**config.mk**
```make
export PLATFORM = sky130hd
export DESIGN_NAME = osc_rng_core
export DESIGN_NICKNAME = d
export VERILOG_FILES = /design/src/rtl/osc_rng_pkg.sv /design/src/rtl/rng_ring_sync.sv /design/src/rtl/rng_sample_timer.sv /design/src/rtl/rng_bit_bank.sv /design/src/rtl/osc_rng_core.sv
export SDC_FILE = /design/constraint.sdc
export NUM_CORES = 1
export LEC_CHECK = 0
export ABC_AREA = 0
export BUFFER_PORTS_ARGS = -buffer_cell sky130_fd_sc_hd__buf_4
export CAP_MARGIN = 10
export CORE_MARGIN = 3
export CORE_UTILIZATION = 65
export CTS_CLUSTER_SIZE = 28
export DETAILED_ROUTE_END_ITERATION = 12
export GPL_TIMING_DRIVEN = 0
export HOLD_SLACK_MARGIN = 0.05
export PLACE_DENSITY = 0.84
export SETUP_SLACK_MARGIN = 0.15
export SLEW_MARGIN = 40
export SYNTH_ARGS = -nofsm -noshare
export SYNTH_HDL_FRONTEND = slang
export SYNTH_SLANG_ARGS = --single-unit
```
**constraint.sdc**
```tcl
create_clock -name clk -period 5.36 [get_ports clk]
set_input_delay 0.268 -clock clk [delete_from_list [all_inputs] [get_ports clk]]
set_output_delay 0.268 -clock clk [all_outputs]
set_load 0.01 [all_outputs]
```
**src/rtl/osc_rng_pkg.sv**
```systemverilog
package osc_rng_pkg;
   localparam int unsigned CTRL_OFS = 32'h400;
   localparam int unsigned PER_OFS  = 32'h404;
   localparam int unsigned DATA_OFS = 32'h410;

   typedef struct packed {
      logic [1:0] len;
      logic [1:0] ring;
      logic       en;
      logic       start;
   } ctrl_t;
endpackage

```
**src/rtl/rng_ring_sync.sv**
```systemverilog
module rng_ring_sync #(
   parameter int NUM_RINGS   = 4,
   parameter int SYNC_STAGES = 2
) (
   input  logic                 clk,
   input  logic                 rst_n,
   input  logic [NUM_RINGS-1:0] raw_in,
   output logic [NUM_RINGS-1:0] sync_out
);
   generate
      if (SYNC_STAGES == 0) begin : g_bypass
         assign sync_out = raw_in;
      end else begin : g_chain
         logic [NUM_RINGS-1:0] st_q [SYNC_STAGES];
         always_ff @(posedge clk) begin
            if (!rst_n) begin
               for (int i = 0; i < SYNC_STAGES; i++) st_q[i] <= '0;
            end else begin
               st_q[0] <= raw_in;
               for (int i = 1; i < SYNC_STAGES; i++) st_q[i] <= st_q[i-1];
            end
         end
         assign sync_out = st_q[SYNC_STAGES-1];

         for (genvar s = 1; s < SYNC_STAGES; s++) begin : g_chk
            // each stage carries the previous stage one edge later
            assert_stage_shift_R10: assert property (@(posedge clk) disable iff (!rst_n)
               $past(rst_n) |-> st_q[s] == $past(st_q[s-1]));
         end
      end
   endgenerate
endmodule

```
**src/rtl/rng_sample_timer.sv**
```systemverilog
module rng_sample_timer #(
   parameter int CNT_W = 16
) (
   input  logic             clk,
   input  logic             rst_n,
   input  logic             clr,
   input  logic             run,
   input  logic [CNT_W-1:0] period,
   output logic             tick
);
   logic [CNT_W-1:0] cnt_q;
   logic             hit;

   assign hit  = ({1'b0, cnt_q} + (CNT_W+1)'(1)) >= {1'b0, period};
   assign tick = run && hit && !clr;

   always_ff @(posedge clk) begin
      if (!rst_n)        cnt_q <= '0;
      else if (clr)      cnt_q <= '0;
      else if (run) begin
         if (hit)        cnt_q <= '0;
         else            cnt_q <= cnt_q + CNT_W'(1);
      end
   end

   // between samples the counter advances by exactly one per clock
   assert_count_step_R3: assert property (@(posedge clk) disable iff (!rst_n)
      (run && !clr && !tick) |=> cnt_q == $past(cnt_q) + CNT_W'(1));
   // a sample restarts the period count
   assert_tick_restart_R3: assert property (@(posedge clk) disable iff (!rst_n)
      tick |=> cnt_q == '0);
endmodule

```
**src/rtl/rng_bit_bank.sv**
```systemverilog
module rng_bit_bank #(
   parameter int WORDS  = 8,
   parameter int WORD_W = 32,
   localparam int BANK_BITS = WORDS * WORD_W,
   localparam int BIT_W     = $clog2(BANK_BITS),
   localparam int WIDX_W    = $clog2(WORDS)
) (
   input  logic              clk,
   input  logic              rst_n,
   input  logic              clr,
   input  logic              shift,
   input  logic [BIT_W-1:0]  wr_bit,
   input  logic              din,
   input  logic [WIDX_W-1:0] rd_idx,
   output logic [WORD_W-1:0] rd_word
);
   logic [BANK_BITS-1:0] bits_q;

   always_ff @(posedge clk) begin
      if (!rst_n)      bits_q <= '0;
      else if (clr)    bits_q <= '0;
      else if (shift)  bits_q[wr_bit] <= din;
   end

   assign rd_word = bits_q[rd_idx*WORD_W +: WORD_W];

   // a start wipes every word
   assert_clear_all_R7: assert property (@(posedge clk) disable iff (!rst_n)
      clr |=> bits_q == '0);
   // with no sample pending the bank holds its contents
   assert_hold_idle_R9: assert property (@(posedge clk) disable iff (!rst_n)
      (!clr && !shift) |=> $stable(bits_q));
endmodule

```
**src/rtl/osc_rng_core.sv**
```systemverilog
module osc_rng_core
   import osc_rng_pkg::*;
#(
   parameter int ADDR_W      = 12,
   parameter int WORD_W      = 32,
   parameter int WORDS       = 8,
   parameter int NUM_RINGS   = 4,
   parameter int SYNC_STAGES = 2,
   parameter int CNT_W       = 16,
   parameter int RST_PERIOD  = 100
) (
   input  logic                 clk,
   input  logic                 rst_n,
   input  logic                 reg_wr,
   input  logic [ADDR_W-1:0]    reg_addr,
   input  logic [WORD_W-1:0]    reg_wdata,
   output logic [WORD_W-1:0]    reg_rdata,
   input  logic [NUM_RINGS-1:0] ring_raw
);
   localparam int BANK_BITS = WORDS * WORD_W;
   localparam int BIT_W     = $clog2(BANK_BITS);
   localparam int WIDX_W    = $clog2(WORDS);
   localparam int QUARTER   = BANK_BITS / 4;

   initial begin
      assert (WORD_W == 32) else $error("register port must be 32 bits wide");
      assert (WORDS % 4 == 0) else $error("WORDS must split into four length steps");
      assert (NUM_RINGS == 4) else $error("ring select field is two bits wide");
      assert (CNT_W <= WORD_W) else $error("period register wider than port");
   end

   ctrl_t                 ctrl_q;
   logic [CNT_W-1:0]      per_q;
   logic [BIT_W-1:0]      bit_cnt_q;
   logic [BIT_W-1:0]      last_bit;
   logic [NUM_RINGS-1:0]  ring_s;
   logic                  ctrl_wr, per_wr, start_req, shift, done;
   logic                  in_data, word_live;
   logic [ADDR_W-1:0]     data_off;
   logic [WIDX_W-1:0]     rd_idx;
   logic [WORD_W-1:0]     bank_word;

   assign ctrl_wr   = reg_wr && (reg_addr == ADDR_W'(CTRL_OFS));
   assign per_wr    = reg_wr && (reg_addr == ADDR_W'(PER_OFS));
   assign start_req = ctrl_wr && reg_wdata[0] && reg_wdata[1];
   assign last_bit  = BIT_W'((32'(ctrl_q.len) + 32'd1) * QUARTER - 1);
   assign done      = shift && (bit_cnt_q == last_bit);

   always_ff @(posedge clk) begin
      if (!rst_n) begin
         ctrl_q <= '0;
         per_q  <= CNT_W'(RST_PERIOD);
      end else begin
         if (ctrl_wr) begin
            ctrl_q.len   <= reg_wdata[5:4];
            ctrl_q.ring  <= reg_wdata[3:2];
            ctrl_q.en    <= reg_wdata[1];
            ctrl_q.start <= start_req;
         end else if (done) begin
            ctrl_q.start <= 1'b0;
         end
         if (per_wr) per_q <= reg_wdata[CNT_W-1:0];
      end
   end

   always_ff @(posedge clk) begin
      if (!rst_n)         bit_cnt_q <= '0;
      else if (start_req) bit_cnt_q <= '0;
      else if (shift)     bit_cnt_q <= bit_cnt_q + BIT_W'(1);
   end

   rng_ring_sync #(.NUM_RINGS(NUM_RINGS), .SYNC_STAGES(SYNC_STAGES)) u_sync (
      .clk(clk), .rst_n(rst_n), .raw_in(ring_raw), .sync_out(ring_s));

   rng_sample_timer #(.CNT_W(CNT_W)) u_timer (
      .clk(clk), .rst_n(rst_n), .clr(ctrl_wr), .run(ctrl_q.start),
      .period(per_q), .tick(shift));

   assign data_off  = reg_addr - ADDR_W'(DATA_OFS);
   assign in_data   = (reg_addr >= ADDR_W'(DATA_OFS)) &&
                      (reg_addr <  ADDR_W'(DATA_OFS + 4 * WORDS)) &&
                      (reg_addr[1:0] == 2'b00);
   assign rd_idx    = WIDX_W'(data_off >> 2);
   assign word_live = 32'(rd_idx) < (32'(ctrl_q.len) + 32'd1) * (WORDS / 4);

   rng_bit_bank #(.WORDS(WORDS), .WORD_W(WORD_W)) u_bank (
      .clk(clk), .rst_n(rst_n), .clr(start_req), .shift(shift),
      .wr_bit(bit_cnt_q), .din(ring_s[ctrl_q.ring]),
      .rd_idx(rd_idx), .rd_word(bank_word));

   always_comb begin
      reg_rdata = '0;
      if (reg_addr == ADDR_W'(CTRL_OFS))     reg_rdata = WORD_W'(ctrl_q);
      else if (reg_addr == ADDR_W'(PER_OFS)) reg_rdata = WORD_W'(per_q);
      else if (in_data && word_live)         reg_rdata = bank_word;
   end

   // start can only rise from a control write that also sets enable
   assert_start_gated_R8: assert property (@(posedge clk) disable iff (!rst_n)
      $rose(ctrl_q.start) |-> $past(ctrl_wr && reg_wdata[1]));
   // start drops by itself only at an edge that stored a bit
   assert_done_on_sample_R5: assert property (@(posedge clk) disable iff (!rst_n)
      ($fell(ctrl_q.start) && !$past(ctrl_wr)) |-> $past(shift));
   // no sampling while start is clear
   assert_idle_no_sample_R9: assert property (@(posedge clk) disable iff (!rst_n)
      !ctrl_q.start |-> !shift);
endmodule

```
# --- After elaboration in Yosys (flattened, before gate mapping) ---
# Memories as Yosys holds them, arrays and structs flattened.
# Cells that the tools add are included.
op_classes:
  addsub: 6
  order_cmp: 7
  n_eq_ne: 3
  shifts: 1
  muxes: 15
  bitwise: 3
  reduce_logical: 16
ops:
  columns: ["operator", "n"]
  rows:
  - ["256-bit bitwise mux", 1]
  - ["256-bit by 9-bit variable part select with 32-bit output", 1]
  - ["32-bit 2-to-1 mux", 3]
  - ["12-bit by 11-bit equality test with 1-bit output (second input constant)", 2]
  - ["16-bit by 1-bit adder with 17-bit output (second input constant)", 1]
  - ["17-bit by 16-bit greater-or-equal comparator with 1-bit output", 1]
  - ["16-bit by 1-bit adder with 16-bit output (second input constant)", 1]
  - ["16-bit 2-to-1 mux", 1]
  - ["12-bit by 11-bit greater-or-equal comparator with 1-bit output (second input constant)", 1]
  - ["12-bit by 11-bit less-than comparator with 1-bit output (second input constant)", 1]
  - ["1-bit logical AND", 11]
  - ["8-bit by 9-bit less-than comparator with 1-bit output (second input constant)", 1]
  - ["8-bit by 1-bit adder with 8-bit output (second input constant)", 1]
  - ["1-bit demux with 8-bit select", 1]
  - ["8-bit equality test", 1]
  - ["8-bit by 1-bit greater-or-equal comparator with 1-bit output (second input constant)", 1]
  - ["4-bit 2-to-1 mux", 2]
  - ["8-bit by 1-bit subtractor with 8-bit output (second input constant)", 1]
  - ["1-bit 2-to-1 mux", 6]
  - ["5-bit subtractor (second input constant)", 1]
  - ["3-bit by 4-bit less-than comparator with 1-bit output", 1]
  - ["2-bit OR reduction", 2]
  - ["2-bit by 1-bit adder with 3-bit output (second input constant)", 1]
  - ["2-bit by 3-bit less-than comparator with 1-bit output (second input constant)", 1]
  - ["6 further kinds", 7]
totals:
  reg_bits: 302
  mem_bits_rw: 8
  output_inout_bits: 32
  word_cells: 60
  memories: 1
mem_list:
  columns: ["memory", "words", "word_bits", "read_ports", "rd_clocked_by_memory_dff", "write_ports", "line_no", "source"]
  rows:
  - ["u_sync.g_chain.st_q", 2, 4, 2, 0, 2, "rng_ring_sync.sv:14", "logic [NUM_RINGS-1:0] st_q [SYNC_STAGES];"]

# --- Logic depth before layout (Yosys ltp) ---
logic_depth:
  depth_word: 7
  depth_mapped: 15
  mapped_depth_nobuf: 12

# --- Hierarchy ---
# Synthesis repeated with hierarchy kept, for this count alone.
hier_totals:
  cells_unflattened: 1719
  hier_area_um2: 16380.7
modules_own_cells:
  columns: ["module", "instances", "cells_per_inst", "area_per_inst_um2"]
  rows:
  - ["rng_bit_bank", 1, 1313, 13010.0]
  - ["osc_rng_core", 1, 214, 1734.2]
  - ["rng_sample_timer", 1, 172, 1396.3]
  - ["rng_ring_sync", 1, 20, 240.2]

# --- Worst setup path after synthesis ---
# OpenSTA, ideal clock, no wires.
synth_path:
  path_type: "register to register"
  from: "register u_timer.cnt_q[0]"
  to: "register u_timer.cnt_q[15]"
  setup_ps: 70
  arrival_ps: 3312
  required_time_ps: 5290
  path_slack_ps: 1979
  path_stages_with_launch: 16
  path_buffers: 3
  period_less_slack_ps: 3381
  path_cell_list: "dfxtp_1 > ha_1 > nand3_2 > or2_0 > buf_2 > nor2b_1 > xor2_1 > ha_1 > a21oi_1 > o21ai_0 > a21oi_1 > o211a_1 > clkbuf_1 > clkbuf_1 > nand3_1 > a21oi_1"
synth_between:
  elab_chain_len: 3
synth_rtl:
  columns: ["item", "line_no", "source"]
  rows:
  - ["from (decl)", "rng_sample_timer.sv:11", "logic [CNT_W-1:0] cnt_q;"]
  - ["from (signal assigned)", "rng_sample_timer.sv:22", "else cnt_q <= cnt_q + CNT_W'(1);"]
  - ["16-bit by 1-bit adder with 17-bit output", "rng_sample_timer.sv:14", "assign hit = ({1'b0, cnt_q} + (CNT_W+1)'(1)) >= {1'b0, period};"]
  - ["17-bit by 16-bit greater-or-equal comparator with 1-bit output", "rng_sample_timer.sv:14", null]
  - ["16-bit 2-to-1 mux *", "rng_sample_timer.sv:21", "if (hit) cnt_q <= '0;"]
# Mark *: on every way between the ends. The rest lies on a longest branch, timed or not.
# A chain may end at the register's enable or synchronous reset.

# --- Worst setup path in the final report ---
layout_path:
  from: "register u_timer.cnt_q[8]"
  to: "register u_bank.bits_q[45]"
layout_between:
  elab_chain_len: 4
layout_rtl:
  columns: ["item", "line_no", "source"]
  rows:
  - ["16-bit by 1-bit adder with 17-bit output", "rng_sample_timer.sv:14", null]
  - ["17-bit by 16-bit greater-or-equal comparator with 1-bit output", "rng_sample_timer.sv:14", null]
  - ["1-bit logical AND (2 in series)", "rng_sample_timer.sv:15", "assign tick = run && hit && !clr;"]
  - ["to (signal, indexed assignment)", "rng_bit_bank.sv:22", "else if (shift) bits_q[wr_bit] <= din;"]
  - ["to (decl)", "rng_bit_bank.sv:17", "logic [BANK_BITS-1:0] bits_q;"]
# No other way between the ends.

==> impl_metrics.csv <==
group,metric,value,unit
detailed_routing,wl_per_cell,26.6,microns
detailed_routing,drcViolationCount,0,
critical_path,critical_path_required,5.79,ns
detailed_routing,drt_iter0_drc,2442,
die,die_w,165,microns
global_routing,grt_pass1_vias,15400,
synthesis,ys.flop_type,"dfxtp_1",
pwr,clkPwrFrac,49.5,%
place,pre_cts_slack,0.869,ns
detailed_routing,ant_nets,0,
synthesis,synth_top_area_cell,"dfxtp_1",
critical_path,reg2reg_setup_slack,0.53,ns
job,maxCapViolations,0,
layout,num-nets-final,1947,
cts,clkTransAtPathRegs,0.06,ns
synthesis,syn_area,0.0165,sq mm
detailed_routing,dr.pass1.iters,6,
timing,fin_crit,4.83,ns
critical_path,cp-endpoint,"u_bank.bits_q[45]",
critical_path,reg2reg_to,"u_bank.bits_q[45]",
critical_path,reg2regPathDepth,13,
synthesis,async_reset_ff_share,0,%
layout,drive_gt1_share,13.4,%
critical_path,cp-start-kind,"register",
place,gp_congestion,1.02,
timing,fin_crit_sh,90.2,%
synthesis,yosysTopAreaCellShare,37.7,%
layout,instances_no_fill,2221,
cts,clk_latency,0.52,ns
cts,cts_root_buf,"clkbuf_16",
pwr,power.net_switching,1.12,mW
synthesis,syn_area_per_cell,9.43,sq um
synthesis,yosys_warnings,0,
critical_path,cpPeakStageDelay,0.86,ns
die,fp.dieH,165,microns
pwr,leakagePower,7.93,nW
timing,clock_skew,0.0174,ns
critical_path,r2r-start,"u_timer.cnt_q[8]",
global_routing,antenna_found_initial,0,
detailed_routing,vias_per_cell,7.05,
critical_path,cp_max_fo,10,
hold_path,hp-start,"reg_wr",
pwr,pwr-share-seq,46.6,%
critical_path,critPathArrivalTime,5.26,ns
global_routing,gr-total-overflow,0,
global_routing,grt_pass1_wl,88.1,mm
synthesis,synth-edff-count,0,
timing,relSlewSlack,33.2,%
synthesis,synth-seq-cells,310,
timing,final-max-slew-violation-count,0,
cts,cts_buffer_depth,3,
synthesis,synthTopCellsByArea,"dfxtp_1 38%, mux2i_1 17%, o211ai_1 11%",
layout,area_delta_synth_final,14.5,%
die,ioPinCount,83,
global_routing,track_usage,42.8,%
synthesis,yosysSeqAreaShare,37.7,%
cts,cts-hold-fix-buffers,21,
global_routing,grt_max_degree,15,
cts,clkSinkCount,310,
pwr,p_comb_share,3.9,%
timing,setup_viol,0,
detailed_routing,dr_total_vias,15700,
die,die_area,0.0273,sq mm
cts,cts_tree,"built",
layout,insertedDiodeCount,0,
place,io_buffers,65,
place,dp_hpwl,41.1,mm
timing,fmax,207,MHz
cts,postCtsSetupBuffers,0,
synthesis,synth.distinct_cells,52,
critical_path,crit_chain,"clkbuf_1 > and4_1 > nand3_1 > nor4_1 > xor2_1 > ha_1 > and3_1 > nand2_1 > nor4_1 > clkbuf_1 > buf_1 > o211ai_1 > mux2i_1",
die,row_count,57,
critical_path,cp-end-kind,"register",
timing,hold_slack,0.153,ns
synthesis,synthCells,1745,
timing,fin_ws,0.526,ns
hold_path,hp-class,"primary input to register",
place,dp.cells,2139,
detailed_routing,wirelength,59.2,mm
cts,cts-resized-gates,0,
pwr,ir_drop,0.259,mV
critical_path,critPathKind,"register to register",
synthesis,synth.net_count,1819,
die,start_util,66.9,%
timing,tns,0,ns
layout,post-route-util,76.6,%
pwr,p_int,3.82,mW
critical_path,critPathLaunch,"u_timer.cnt_q[8]",
timing,tightest_slew,0.992,ns
cts,numCtsBuffers,34,
timing,hold_violations,0,
timing,rsz0062_at_grt,"no",
run_status,status,"finished, final reports clean",
critical_path,slowest_stage,"nor4_1",
pwr,p_per_area,262,mW/mm^2
die,coreArea,0.0246,sq mm
pwr,swShare,22.7,%
cts,cts-htree-levels,2,
## registers in the layout (all words and copies together) (netlist names)
name / count
u_bank.bits_q: 256
ctrl_q: 6
per_q: 16
u_timer.cnt_q: 16
bit_cnt_q: 8
u_sync.g_chain.st_q: 8
## layout make-up
class                   count  area (sq um)
repair buffers             92           743
fillers                  1671          5760
flip-flops and latches    310          6210
inverters                  23          86.3
clock buffers              50          1040
plain buffers             198           826
clock inverters            10           109
well taps                 324           405
multi-input cells        1214          9430
## stage by stage
stage,total power [mW],cell area [sq um]
2_1_floorplan,2.46,16500
3_3_place_gp,2.53,17300
3_5_place_dp,2.53,17400
4_1_cts,4.91,18800
5_1_grt,5.02,18800
6_report,4.95,18800
## worst min-delay path by stage
stage | slack, ns | depth (start not counted) | end
after floorplan | 0.39 | 1 | u_sync.g_chain.st_q[0][7]
after global placement | 0.42 | 1 | u_sync.g_chain.st_q[0][4]
after detailed placement | 0.43 | 1 | u_sync.g_chain.st_q[0][7]
after CTS | 0.14 | 4 | per_q[0]
after global routing | 0.19 | 4 | per_q[15]
final | 0.15 | 4 | per_q[15]
## worst max-delay path, delay by kind of cell, from the launching register on
family / cells / cell delay [ns]
compound gates: 1 / 0.21
xor+xnor: 1 / 0.18
fa+ha+maj: 1 / 0.37
buf+inv: 3 / 1.35
flops: 1 / 0.30
mux: 1 / 0.29
simple gates: 6 / 2.01
## metal layers
layer | vias to the layer above | GRT usage, % | part of all wire (%)
met2 | 1298 | 63.7 | 42
met5 | - | 0 | 0
li1 | 6611 | - | -
met1 | 7417 | 53.7 | 36
met3 | 342 | 12.7 | 14
met4 | 0 | 28.4 | 7.8
## synth_stat cells (2+ instances only)
library cell	n
and4_1	5
nor4_1	8
a22o_1	5
o211ai_1	252
buf_6	6
o31ai_1	8
dfxtp_1	310
o211a_1	2
nor2_1	26
a21oi_1	41
mux2i_1	285
nand4_1	6
nand3_1	11
o211ai_2	10
o21ai_0	17
nor2b_1	3
ha_1	23
and2_1	12
xor2_1	5
or4_1	3
a211oi_1	5
a22oi_1	3
o22ai_1	6
clkbuf_1	158
nand2b_1	12
mux4_2	65
nor4b_1	2
or3_1	3
inv_1	22
buf_2	14
or2_2	3
buf_1	19
xnor2_1	9
nand2_1	354
a211oi_2	2
and3_1	7
nor3_1	8
## cell usage in the layout (no fill, tap or decap), types with 8 or more instances in the layout
master	Yosys	layout
buf_2	14	23
nand3_1	11	11
buf_6	6	8
buf_1	19	12
and2_1	12	12
mux2i_1	285	285
o21ai_0	17	17
buf_4	1	67
inv_1	22	22
nor2_1	26	25
clkbuf_16	0	37
nand2b_1	12	12
a21oi_1	41	40
dlygate4sd3_1	0	21
clkbuf_1	158	158
mux4_2	65	65
o31ai_1	8	8
o211ai_2	10	10
nand2_1	354	354
ha_1	23	23
dfxtp_1	310	310
xnor2_1	9	9
o211ai_1	252	252
## logic make-up (layout without fill, tap and decap cells)
family | Yosys count | in the layout | share of synthesized area, %
AO/OA/AOI/OAI | 360 | 360 | 16.1
XOR/XNOR | 14 | 14 | 0.745
adder cells (fa/ha/maj) | 23 | 23 | 1.75
buffers and inverters | 221 | 373 | 5.44
flip-flops | 310 | 310 | 37.7
multiplexers | 350 | 350 | 26.2
AND/OR/NAND/NOR | 467 | 467 | 12.0
## power groups by stage
| stage | registers (mW) | logic, mW | clock network [mW] |
|---|---|---|---|
| after floorplan | 2.36 | 0.101 | 0 |
| after global placement | 2.36 | 0.169 | 0 |
| after detailed placement | 2.36 | 0.171 | 0 |
| after CTS | 2.31 | 0.184 | 2.42 |
| after global routing | 2.31 | 0.199 | 2.52 |
| final | 2.31 | 0.192 | 2.45 |
Power figures use the tool's default switching activity.
